===== src/rtl/bit_gather.sv =====
module bit_gather #(
  parameter int VEC_W  = 1024,
  parameter int BEAT_W = 64,
  localparam int LEN_W = $clog2(BEAT_W + 1),
  localparam int POS_W = $clog2(VEC_W + 1)
) (
  input  logic              clk,
  input  logic              rst_n,
  input  logic [BEAT_W-1:0] in_data,
  input  logic [LEN_W-1:0]  in_len,
  input  logic              in_last,
  input  logic              in_valid,
  output logic              in_ready,
  output logic [VEC_W-1:0]  out_vec,
  output logic [POS_W-1:0]  out_fill,
  output logic              out_last,
  output logic              out_valid,
  input  logic              out_ready
);
  localparam int WIDE_W = VEC_W + BEAT_W;
  localparam int SUM_W  = POS_W + 1;

  logic [VEC_W-1:0]  vec_q;
  logic [POS_W-1:0]  pos_q;
  logic              hold_q, last_q;
  logic [BEAT_W-1:0] cry_q;
  logic [LEN_W-1:0]  cry_len_q;
  logic              cry_last_q;

  logic [LEN_W-1:0]  len_eff;
  logic [BEAT_W:0]   keep_mask;
  logic [BEAT_W-1:0] beat_keep;
  logic [WIDE_W-1:0] wide;
  logic [SUM_W-1:0]  sum;
  logic              overrun, spill;
  logic [LEN_W-1:0]  over_len;
  logic              take, release_blk;

  assign len_eff     = (in_len > LEN_W'(BEAT_W)) ? LEN_W'(BEAT_W) : in_len;
  assign keep_mask   = ({{BEAT_W{1'b0}}, 1'b1} << len_eff) - 1'b1;
  assign beat_keep   = in_data & keep_mask[BEAT_W-1:0];
  assign wide        = {{VEC_W{1'b0}}, beat_keep} << pos_q;
  assign sum         = {1'b0, pos_q} + SUM_W'(len_eff);
  assign overrun     = sum >= SUM_W'(VEC_W);
  assign over_len    = LEN_W'(sum - SUM_W'(VEC_W));
  assign spill       = overrun && (over_len != '0);
  assign take        = in_valid && !hold_q;
  assign release_blk = hold_q && out_ready;

  assign in_ready  = !hold_q;
  assign out_valid = hold_q;
  assign out_vec   = vec_q;
  assign out_fill  = pos_q;
  assign out_last  = last_q;

  always_ff @(posedge clk) begin
    if (!rst_n) begin
      vec_q      <= '0;
      pos_q      <= '0;
      hold_q     <= 1'b0;
      last_q     <= 1'b0;
      cry_q      <= '0;
      cry_len_q  <= '0;
      cry_last_q <= 1'b0;
    end else if (release_blk) begin
      vec_q      <= {{(VEC_W-BEAT_W){1'b0}}, cry_q};
      pos_q      <= POS_W'(cry_len_q);
      hold_q     <= cry_last_q;
      last_q     <= cry_last_q;
      cry_q      <= '0;
      cry_len_q  <= '0;
      cry_last_q <= 1'b0;
    end else if (take) begin
      vec_q      <= vec_q | wide[VEC_W-1:0];
      pos_q      <= overrun ? POS_W'(VEC_W) : sum[POS_W-1:0];
      hold_q     <= overrun || in_last;
      last_q     <= in_last && !spill;
      cry_q      <= wide[WIDE_W-1:VEC_W];
      cry_len_q  <= overrun ? over_len : '0;
      cry_last_q <= in_last && spill;
    end
  end

  p_hold_steady_r6: assert property (@(posedge clk) disable iff (!rst_n)
    out_valid && !out_ready |=> out_valid && !in_ready && $stable(out_vec)
                                && $stable(out_fill) && $stable(out_last));

  p_fill_bound_r3: assert property (@(posedge clk) disable iff (!rst_n)
    out_fill <= POS_W'(VEC_W));

  p_advance_r3: assert property (@(posedge clk) disable iff (!rst_n)
    in_valid && in_ready && !in_last && !overrun
    |=> in_ready && out_fill == $past(out_fill) + POS_W'($past(len_eff)));

  p_full_r4: assert property (@(posedge clk) disable iff (!rst_n)
    in_valid && in_ready && overrun |=> out_valid && out_fill == POS_W'(VEC_W));

  p_zero_above_r10: assert property (@(posedge clk) disable iff (!rst_n)
    (out_vec >> out_fill) == '0);

  p_empty_close_r9: assert property (@(posedge clk) disable iff (!rst_n)
    in_valid && in_ready && in_last && in_len == '0 && out_fill == '0
    |=> out_valid && out_last && out_fill == '0);

  p_release_r11: assert property (@(posedge clk) disable iff (!rst_n)
    out_valid && out_ready |=> out_fill < POS_W'(BEAT_W));
endmodule


===== config.mk =====
export PLATFORM = sky130hd
export DESIGN_NAME = bit_gather
export DESIGN_NICKNAME = d
export VERILOG_FILES = /design/src/rtl/bit_gather.sv
export SDC_FILE = /design/constraint.sdc
export NUM_CORES = 2
export LEC_CHECK = 0
export BUFFER_PORTS_ARGS = -buffer_cell sky130_fd_sc_hd__buf_4
export CAP_MARGIN = 40
export CORE_AREA = 2 2 431 433
export DETAILED_ROUTE_END_ITERATION = 10
export DIE_AREA = 0 0 433 435
export PLACE_DENSITY = 0.54
export SYNTH_ARGS = -nofsm -noshare
export SYNTH_HDL_FRONTEND = slang
export SYNTH_SLANG_ARGS = --single-unit

===== constraint.sdc =====
create_clock -name clk -period 7.2 [get_ports clk]
set_input_delay 0.72 -clock clk [delete_from_list [all_inputs] [get_ports clk]]
set_output_delay 0.72 -clock clk [all_outputs]
set_load 0.01 [all_outputs]

## Yosys cells after proc, flatten, opt, wreduce, memory -nomap -nowiden

Index checks and enable logic that the tools add are counted.

- Register bits: 1109
- Input bits: 76
- Output and inout bits: 1038
- Logic and storage cells: 41

- $add $sub $neg: 3
- Order comparisons: 2
- Shifts and indexed selects: 2
- Multiplexer cells: 11
- Bitwise operators: 3
- Reduce and logical (&&, ||, !) cells: 11

Operator list:

| operator | count |
|---|---|
| 64-bit by 11-bit left shift with 1088-bit output | 1 |
| 1024-bit bitwise OR | 1 |
| 64-bit two-way mux | 2 |
| 64-bit bitwise AND | 1 |
| 1-bit by 7-bit left shift with 64-bit output, first input constant | 1 |
| 64-bit by 1-bit subtractor with 64-bit output, second input constant | 1 |
| 7-bit two-way mux | 4 |
| 11-bit by 7-bit adder with 12-bit output | 1 |
| 12-bit by 11-bit greater-or-equal comparator with 1-bit output, second input constant | 1 |
| 11-bit two-way mux | 1 |
| 7-bit > comparator, second input constant | 1 |
| 7-bit nonzero test | 1 |
| 7-bit by 1-bit subtractor with 7-bit output, second input constant | 1 |
| 1-bit logical AND | 5 |
| 1-bit two-way mux | 4 |
| 1-bit zero test | 2 |
| 2-bit nonzero test | 1 |
| 2-bit OR reduction | 1 |
| 1-bit logical OR | 1 |
| 1-bit inverter | 1 |

## Longest topological paths before layout

- Depth after elaboration: 10
- Depth in mapped cells: 22
- Gate-level depth less buffers: 13

## Least setup slack after synthesis

OpenSTA, ideal clock, no wires.

- Path kind: input to register
- From: input port in_len[4]
- To: register vec_q[174] (netlist: out_vec[174])
- Library setup time: 0.134 ns
- Arrival time: 4.609 ns
- Data required time: 7.066 ns
- Path slack: 2.458 ns
- Cell stages on the path: 21
- Path buffers: 9
- Path through: buf_4 > buf_6 > buf_6 > buf_2 > nor3_1 > buf_4 > nand2_1 > ha_1 > buf_2 > clkbuf_1 > buf_1 > nand2b_1 > o221ai_1 > o21ai_0 > a22oi_1 > a211oi_1 > nor2_1 > a21oi_1 > a2bb2oi_2 > buf_2 > o22ai_1

- Word-level cells in the longest chain between the ends: 7

Ends and longest elaborated chain:

| item | line | RTL |
|---|---|---|
| start, declared | 10 | `input logic [LEN_W-1:0] in_len,` |
| 7-bit > comparator | 39 | `assign len_eff = (in_len > LEN_W'(BEAT_W)) ? LEN_W'(BEAT_W) : in_len;` |
| 7-bit two-way mux (*) | 39 |  |
| 1-bit by 7-bit left shift with 64-bit output (*) | 40 | `assign keep_mask = ({{BEAT_W{1'b0}}, 1'b1} << len_eff) - 1'b1;` |
| 64-bit by 1-bit subtractor with 64-bit output (*) | 40 |  |
| 64-bit bitwise AND (*) | 41 | `assign beat_keep = in_data & keep_mask[BEAT_W-1:0];` |
| 64-bit by 11-bit left shift with 1088-bit output (*) | 42 | `assign wide = {{VEC_W{1'b0}}, beat_keep} << pos_q;` |
| 1024-bit bitwise OR (*) | 74 | `vec_q <= vec_q \| wide[VEC_W-1:0];` |
| end signal, assigned | 66 | `vec_q <= {{(VEC_W-BEAT_W){1'b0}}, cry_q};` |
| end signal, assigned | 74 |  |
| end, declared | 23 | `logic [VEC_W-1:0] vec_q;` |

Mark *: on every way between the ends. The rest lies on a longest branch, timed or not.
A chain may end at the register's enable or synchronous reset.

## Worst setup path in the final report

- From: input port in_len[3]
- To: register vec_q[669] (netlist: out_vec[669])

Same word-level chain as after synthesis.

==> results.cfg <==
[critical_path]
crit_type = input port to flip-flop
path_cells = buf_4 > nor4_1 > nand3_1 > ha_1 > buf_8 > buf_4 > and3_1 > a41o_1 > a21oi_1 > o31ai_1 > buf_2 > a31oi_1 > o21ai_1 > mux2i_1 > o22ai_1 > buf_4 > o21ai_0 > a21oi_1
cp-startpoint = in_len[3]
endpoint_kind = flip-flop
cp_slowest_cell = nor4_1
crit_fanout = 19
required_ps = 7850
critPathTopFamily = compound AO/OA/AOI/OAI gates
crit_buf_inv = 5
start_kind = input port
worst_path_most_repeated_cell = buf_4
cp_slowest_stage_delay_ps = 810
reg2reg_from = out_fill[0]
critPathArrivalTime_ps = 6490
r2r_setup_slack_ps = 1960

[clocking]
path_clk_slew_ps = 60
cts_buffers = 131
post_cts_buffers = 0
tritoncts = yes
cts_hold_buf = 0
cts.sinks = 1109
cts.path.max_buffers = 3
cts_root_buf = clkbuf_16
h-tree-depth = 4
clk_latency_ps = 850
ctsResizeCount = 0

[finish]
drive_gt1_share_pct = 27.0
stdcell_count = 10200
layout_common_cells = 1,547 x buf_4, 1,101 x dfxtp_1, 736 x a21oi_1
area_growth_pct = 35.8
nNetsFinal = 7726
n_fill_cell = 18900
final_common_cell = buf_4

[die]
initial_utilization_pct = 28.5
rows = 158
io_pins = 1114
fp.coreArea_um2 = 184000
dieArea_um2 = 188000
die_y_um = 435
die_x_um = 433

[power]
p_clk_share_pct = 39.6
p_comb_share_pct = 24.0
p_seq_share_pct = 36.4
p_sw_share_pct = 35.2
p_leak_nw = 27.2
intPower_mw = 11.3
p_per_area_nw_per_um2 = 244
p_sw_mw = 6.12
peakVddDrop_v = 0.000175

[timing]
tightest_slew_ps = 1490
tns_ps = 0
finalSetupViolations = 0
slew_violations = 0
rsz0062_at_grt = false
fin_skew_ps = 41.6
hold-worst-slack_ps = 217
period_minus_slack_ps = 5830
finalHoldViolations = 0
setup_ws_ps = 1370
max_freq_ghz = 0.171
relSlewSlack_pct = 0.488
timing.final.crit_share_pct = 81.0

[global_routing]
antenna_found_initial = 34
busiest_layer = met2
grt-ovfl-total = 0
grt_max_degree = 229
met1_usage_pct = 48.5
grt_pass1_vias = 59500
use_met2_pct = 61.5
met3_usage_pct = 15.7
grtUsageTotal_pct = 41.1
grt_pass1_wl_um = 537000

[job]
max_cap_viol_count = 0

[placement]
dp_cells = 9986
numPortBuffers = 1113
dp_hpwl_um = 309000
pre_cts_slack_ps = 792
gp_congestion = 1.08

[logic_synthesis]
synth_edf_count = 0
synth-xor-area-share_pct = 0.267
yosys.area_share.simple_pct = 16.8
netlist_area_um2 = 52500
synth_compound_area_share_pct = 33.6
async_flop_share_pct = 0
synthAdderAreaFrac_pct = 0.229
yosys_most_used_dff = dfxtp_1
seq_area_frac_synth_pct = 42.3
syn_inst = 6440
synth.distinct_cells = 133
avgSynthCellArea_um2 = 8.15
synth_nets = 6525
ys_ff_latch = 1109
synth_top_family_by_area = compound AO/OA/AOI/OAI gates
yosys-mux-area-fraction_pct = 1.63
yosysWarnings = 0

[route]
drc = 0
ant_nets = 0
vias_per_cell = 6.41
wl_um = 407000
wl_per_cell_um = 39.7
drtIter0Drc = 10100
num_vias = 65600
drt-pass1-iter-count = 10

[run_status]
status = finished clean

[worst_hold_path]
min-delay-start = in_last
holdCritPathClass = input port to flip-flop
-- cell families after synthesis --
| logic type | Yosys count |
|---|---|
| and+or+nand+nor | 1924 |
| xor gates and xnor gates | 16 |
| adders and majority gates | 9 |
| AOI/OAI and AO/OA | 2665 |
| buffers and inverters | 647 |
| DFF | 1109 |
| muxes | 70 |
-- worst paths after layout --
kind                                      to  cells past startpoint
worst max-delay path            out_vec[669]                     18
worst min-delay path                out_last                      3
worst max register to register  out_vec[669]                     13
worst min register to register  out_vec[193]                      2
-- power groups by stage --
| stage | Sequential, mW | Clock, mW | Combinational, mW |
|---|---|---|---|
| 6_report | 6.32 | 6.90 | 4.18 |
| 5_1_grt | 6.32 | 7.16 | 4.13 |
| 4_1_cts | 6.32 | 6.92 | 3.94 |
| 3_5_place_dp | 6.45 | 0 | 3.92 |
| 3_3_place_gp | 6.45 | 0 | 3.90 |
| 2_1_floorplan | 6.44 | 0 | 1.62 |
-- final cells by class --
type	instances	area, um2	area share, %
Antenna cell	18	45.0	0.0632
Clock buffer	184	3750	5.26
Clock inverter	48	621	0.871
Inverter	77	295	0.415
Multi-Input combinational cell	4684	28000	39.4
Sequential cell	1109	22200	31.2
Tap cell	2480	3100	4.36
Timing Repair Buffer	1638	13200	18.5
-- worst min-delay path, stage by stage --
cell and delay [ps]:
buf_4 130, nand3_1 60, a21boi_0 70
-- metal layers --
metal | share of wire, % | vias up
li1 | - | 26600
met1 | 37 | 32500
met2 | 42 | 5244
met3 | 13 | 1221
met4 | 8.4 | 22
met5 | 0.036 | -
-- through the flow --
step | utilization, % | power, mW | instance area [um2]
after floorplan | - | 8.07 | 52500
after global placement | 35.9 | 10.3 | 66000
after detailed placement | 36.3 | 10.4 | 66800
after CTS | 38.7 | 17.2 | 71200
after global routing | 38.7 | 17.6 | 71200
final | 38.7 | 17.4 | 71200
-- registers in the layout, summed over array words and instances, names as in the netlist --
name and cells:
out_last 1, out_valid 1, cry_q 64, out_fill 11
out_vec 1024, cry_len_q 7, cry_last_q 1
-- Yosys cell counts, drive strengths merged, types with 23 or more instances --
master / number / area (um2)
a211oi: 68 / 573
a21oi: 749 / 3800
a221o: 39 / 390
a221oi: 192 / 1720
a22o: 59 / 517
a22oi: 83 / 648
a31oi: 105 / 676
a32oi: 24 / 218
and2: 43 / 269
and3: 30 / 188
buf: 123 / 714
clkbuf: 447 / 1680
dfxtp: 1109 / 22200
inv: 74 / 278
mux2i: 47 / 494
nand2: 561 / 2110
nand2b: 56 / 350
nand3: 171 / 856
nand4: 47 / 294
nor2: 690 / 2610
nor2b: 28 / 175
nor3: 138 / 712
nor4: 54 / 399
o211a: 23 / 230
o211ai: 113 / 853
o21a: 34 / 255
o21ai: 604 / 3050
o221ai: 47 / 430
o22ai: 202 / 1260
o311ai: 25 / 234
o31a: 33 / 289
o31ai: 36 / 275
Note: power is estimated with default switching activity, not from simulation.
